==> config.mk <==
export PLATFORM = sky130hd
export DESIGN_NAME = irq_chain_node
export DESIGN_NICKNAME = d
export VERILOG_FILES = /design/src/rtl/irq_chain_pkg.sv /design/src/rtl/irq_vec_reg.sv /design/src/rtl/irq_srv_ctrl.sv /design/src/rtl/irq_chain_gate.sv /design/src/rtl/irq_chain_node.sv
export SDC_FILE = /design/constraint.sdc
export NUM_CORES = 1
export LEC_CHECK = 0
export ABC_AREA = 1
export BUFFER_PORTS_ARGS = -buffer_cell sky130_fd_sc_hd__buf_2
export CAP_MARGIN = 20
export CELL_PAD_IN_SITES_DETAIL_PLACEMENT = 0
export CELL_PAD_IN_SITES_GLOBAL_PLACEMENT = 1
export CORE_UTILIZATION = 27
export CTS_BUF_LIST = sky130_fd_sc_hd__clkbuf_4 sky130_fd_sc_hd__clkbuf_8
export CTS_CLUSTER_SIZE = 28
export DETAILED_ROUTE_END_ITERATION = 10
export GPL_ROUTABILITY_DRIVEN = 0
export PLACE_DENSITY = 0.82
export SYNTH_ARGS = -nofsm -noshare
export SYNTH_HDL_FRONTEND = slang
export SYNTH_SLANG_ARGS = --single-unit
==> constraint.sdc <==
create_clock -name clk -period 1.1 [get_ports clk]
set_input_delay 0.22 -clock clk [delete_from_list [all_inputs] [get_ports clk]]
set_output_delay 0.22 -clock clk [all_outputs]
set_load 0.05 [all_outputs]
==> src/rtl/irq_chain_pkg.sv <==
package irq_chain_pkg;

    localparam int unsigned VEC_W_DEF = 8;
    localparam int unsigned NSRC_DEF  = 4;

    // Per-unit control state
    typedef struct packed {
        logic pend;    // request waiting for acknowledge
        logic in_srv;  // service routine under way
        logic claim;   // this unit owns the current acknowledge
        logic ack_d;   // acknowledge seen in previous cycle
    } irq_ctx_t;

    function automatic logic ack_decode(input logic iorq_n,
                                        input logic m1_n,
                                        input logic rd_n);
        return !iorq_n && !m1_n && rd_n;
    endfunction

endpackage

==> src/rtl/irq_vec_reg.sv <==
module irq_vec_reg #(
    parameter int unsigned W = 8
) (
    input  logic         clk,
    input  logic         rst,
    input  logic         ld,
    input  logic [W-1:0] din,
    output logic [W-1:0] vec
);
    localparam int unsigned HI = W - 1;

    always_ff @(posedge clk) begin
        if (rst) begin
            vec <= '0;
        end else if (ld) begin
            vec <= {din[HI:1], 1'b0};
        end
    end
endmodule

==> src/rtl/irq_srv_ctrl.sv <==
module irq_srv_ctrl
    import irq_chain_pkg::*;
#(
    parameter int unsigned NSRC = 4
) (
    input  logic            clk,
    input  logic            rst,
    input  logic [NSRC-1:0] src_req,
    input  logic            ie_in,
    input  logic            ack,
    input  logic            reti,
    output irq_ctx_t        ctx,
    output logic            bus_own
);
    logic any_src;
    logic ack_start;
    logic eligible;
    logic take;

    assign any_src   = |src_req;
    assign ack_start = ack && !ctx.ack_d;
    assign eligible  = ctx.pend && ie_in && !ctx.in_srv;
    assign take      = ack_start && eligible;
    assign bus_own   = ack && (ctx.claim || take);

    always_ff @(posedge clk) begin
        if (rst) begin
            ctx <= '0;
        end else begin
            ctx.ack_d <= ack;
            ctx.claim <= bus_own;
            if (take) begin
                ctx.pend <= 1'b0;
            end else if (any_src) begin
                ctx.pend <= 1'b1;
            end
            if (take) begin
                ctx.in_srv <= 1'b1;
            end else if (reti && ie_in) begin
                ctx.in_srv <= 1'b0;
            end
        end
    end
endmodule

==> src/rtl/irq_chain_gate.sv <==
module irq_chain_gate
    import irq_chain_pkg::*;
#(
    parameter int unsigned W = 8
) (
    input  logic         ie_in,
    input  irq_ctx_t     ctx,
    input  logic         bus_own,
    input  logic [W-1:0] vec,
    output logic         ie_out,
    output logic         int_n,
    output logic [W-1:0] dout,
    output logic         dout_en
);
    assign ie_out  = ie_in && !ctx.in_srv && !ctx.pend;
    assign int_n   = !(ctx.pend && ie_in && !ctx.in_srv);
    assign dout_en = bus_own;

    for (genvar i = 0; i < W; i++) begin : g_bus
        assign dout[i] = vec[i] & bus_own;
    end
endmodule

==> src/rtl/irq_chain_node.sv <==
module irq_chain_node
    import irq_chain_pkg::*;
#(
    parameter int unsigned NSRC = NSRC_DEF,
    parameter int unsigned VW   = VEC_W_DEF
) (
    input  logic            clk,
    input  logic            rst,
    input  logic [NSRC-1:0] src_req,
    input  logic            ie_in,
    input  logic            iorq_n,
    input  logic            m1_n,
    input  logic            rd_n,
    input  logic            vec_ld,
    input  logic [VW-1:0]   cpu_din,
    input  logic            reti_seen,
    output logic            ie_out,
    output logic            int_n,
    output logic [VW-1:0]   dout,
    output logic            dout_en
);
    logic          ack;
    logic          bus_own;
    logic [VW-1:0] vec;
    irq_ctx_t      ctx;

    assign ack = ack_decode(iorq_n, m1_n, rd_n);

    irq_vec_reg #(.W(VW)) u_vec (
        .clk (clk),
        .rst (rst),
        .ld  (vec_ld),
        .din (cpu_din),
        .vec (vec)
    );

    irq_srv_ctrl #(.NSRC(NSRC)) u_ctrl (
        .clk     (clk),
        .rst     (rst),
        .src_req (src_req),
        .ie_in   (ie_in),
        .ack     (ack),
        .reti    (reti_seen),
        .ctx     (ctx),
        .bus_own (bus_own)
    );

    irq_chain_gate #(.W(VW)) u_gate (
        .ie_in   (ie_in),
        .ctx     (ctx),
        .bus_own (bus_own),
        .vec     (vec),
        .ie_out  (ie_out),
        .int_n   (int_n),
        .dout    (dout),
        .dout_en (dout_en)
    );
endmodule

==> flow_metrics.py <==
metrics = {
    "outcome": {
        "status": "finished, violations left",
        "violations": "negative setup slack",
    },
    "route": {
        "wl_per_cell_um": 8.88,
        "wl_mm": 1.07,
        "drtAntennaViolNets": 0,
        "vias_per_cell": 4.46,
        "vias": 540,
        "drt_first_pass_iters": 6,
        "drc_errors": 0,
        "drtIter0Drc": 5,
    },
    "global_routing": {
        "antenna_found_initial": 0,
        "grt_overflow_total": 0,
        "grt_pass1_vias": 492,
        "grt_pass1_wl_mm": 1.86,
        "grt_max_degree": 15,
        "grtUsageTotal_pct": 13.4,
    },
    "floorplan": {
        "die_w_um": 44.0,
        "coreArea_um2": 1580,
        "io-pin-count": 31,
        "dieHeight_um": 44.0,
        "dieArea_um2": 1940,
        "initial_core_util_pct": 30.2,
        "rows": 14,
    },
    "finish": {
        "final_common_cell": "buf_2",
        "fin_cells": 121,
        "finalNetCount": 126,
        "drive_above_1_share_pct": 50.5,
        "area.growth.synth_to_final_pct": 81.1,
        "insertedDiodeCount": 0,
        "final_cell_mix": "buf_2 (18), inv_1 (11), buf_6 (9), dfxtp_1 (9)",
    },
    "critical_path": {
        "endpoint_kind": "output pin",
        "cp_max_fo": 5,
        "startpoint_type": "register",
        "cp.arrival_ps": 1330,
        "path_cells": "inv_2 > nand3_4 > o21ai_4 > nand2_4 > nor2_4 > buf_6",
        "worst_path_max_delay_cell": "dfxtp_2",
        "required_ps": 880,
        "cp_slowest_stage_delay_ps": 320,
        "path_class": "reg2out",
    },
    "logic_synthesis": {
        "synth_cell_types": 13,
        "syn_area_per_cell_um2": 6.91,
        "synth.area.top_cells": "dfxtp_1 (46%), nor2_1 (12%), inv_1 (10%)",
        "yosysWarnings": 0,
        "synth_top_cell_by_area": "dfxtp_1",
        "syn-num-nets": 89,
        "synth.yosys.seq_area_share_pct": 46.2,
        "syn_inst": 69,
        "synth_top_area_share_pct": 46.2,
        "syn-cell-area_um2": 477,
        "synth-seq-cells": 11,
    },
    "sta": {
        "setup_slack_ps": -454,
        "finalMaxSlewViolations": 0,
        "finalSetupTns_ps": -3650,
        "rsz0062_at_grt": "yes",
        "holdWs_ps": 151,
        "setup_violations": 10,
        "period_needed_ps": 1550,
        "fin_skew_ps": 0.156,
        "hold_viol_final": 0,
        "period_share_pct": 141,
        "fmax_mhz": 644,
    },
    "power": {
        "p_sw_uw": 253,
        "ir_drop_uv": 883,
        "finalPower_uw": 913,
        "seqPwrFrac_pct": 47.0,
        "pwr-share-clk_pct": 33.1,
        "cellPowerDensity_nw_per_um2": 1060,
        "power_switching_share_pct": 27.7,
        "p_comb_share_pct": 19.9,
        "leakage_uw": 0.000411,
        "intPower_uw": 660,
    },
    "clock_network": {
        "clock_latency_ps": 270,
        "cts_tree": "done",
        "htree_num_levels": 1,
        "cts_buffer_depth": 2,
        "cts_hold_buf": 0,
        "clkSinkCount": 11,
        "cts_inserted_buffers": 3,
        "cts-root-buf": "clkbuf_4",
        "clk_pin_slew_ps": 70,
    },
    "place": {
        "place_inst": 115,
        "hpwl_um": 813,
        "place_ws_ps": -298,
        "portBuffers": 28,
    },
    "hold_path": {
        "hold_path_class": "in2reg",
    },
    "flow_run": {
        "drv_cap": 0,
    },
}
==> final cells by class <==
cell class,instances,area (um^2)
clock buffer,4,30.0
fill,145,713
timing repair buffer,33,251
inverter,13,52.6
multi-input combinational,44,287
tap,16,20.0
sequential,11,223
==> per-stage QoR <==
step                      instance area (um^2)  utilization, %
after floorplan                            548               -
after CTS                                  860            54.5
after global routing                       863            54.8
final                                      863            54.8
after global placement                     726            46.0
after detailed placement                   726            46.0
==> power groups by stage <==
stage / clock [uW] / sequential (uW) / combinational [uW]
after floorplan: 0 / 437 / 103
after global placement: 0 / 437 / 155
after detailed placement: 0 / 438 / 158
after CTS: 313 / 429 / 183
after global routing: 339 / 432 / 198
final: 302 / 429 / 181
==> worst max-delay path, delay by kind of cell (launching register included) <==
family	cells	cell delay (ps)
DFF	1	320
and+or+nand+nor	3	320
buffers and inverters	2	220
AOI/OAI and AO/OA	1	190
==> worst paths after layout <==
kind	from	end	slack, ps	cells past startpoint
max	u_ctrl.ctx[2]	dout[1]	-450	6
max reg2reg	u_ctrl.ctx[3]	u_ctrl.ctx[2]	140	5
min	rst	u_ctrl.ctx[2]	150	2
min reg2reg	u_vec.vec[6]	u_vec.vec[6]	510	2
==> kinds of logic (layout without fill, tap and decap cells) <==
group                  after synthesis  after routing  synth area share [%]
AND/OR/NAND/NOR                     26             27                  22.6
AO/OA/AOI/OAI                       16             16                  17.6
buffers and inverters               15             50                  12.9
flip-flops                          11             11                  46.2
other                                1              1                 0.787
==> sequential cells by signal, indices dropped and copies added, names as in the netlist <==
| name | flops |
|---|---|
| u_vec.vec | 7 |
| u_ctrl.ctx | 4 |
==> Yosys cell counts <==
library cell,n
buf_4,1
nor2_1,15
dfxtp_1,11
a21oi_1,8
conb_1,1
nand3_2,1
nand2_2,1
o21ai_2,1
buf_2,1
inv_1,13
nand2_1,8
o21ai_0,7
nor3_1,1
==> routing by layer <==
layer | up-vias | routed length, um | track usage (%)
met1 | 234 | 485 | 15.9
met4 | 0 | 0 | 5.45
met2 | 20 | 511 | 20.0
li1 | 286 | - | -
met5 | - | 0 | 0
met3 | 0 | 78 | 7.35
==> timing repair <==
item / in CTS / in global routing
endpoints found under the setup margin: 10 / 10
gates cloned: 1 / 0
buffers inserted: 1 / 0
gates resized for setup: 26 / 1
pin swaps: 3 / 0
Note: power is estimated with default switching activity, not from simulation.
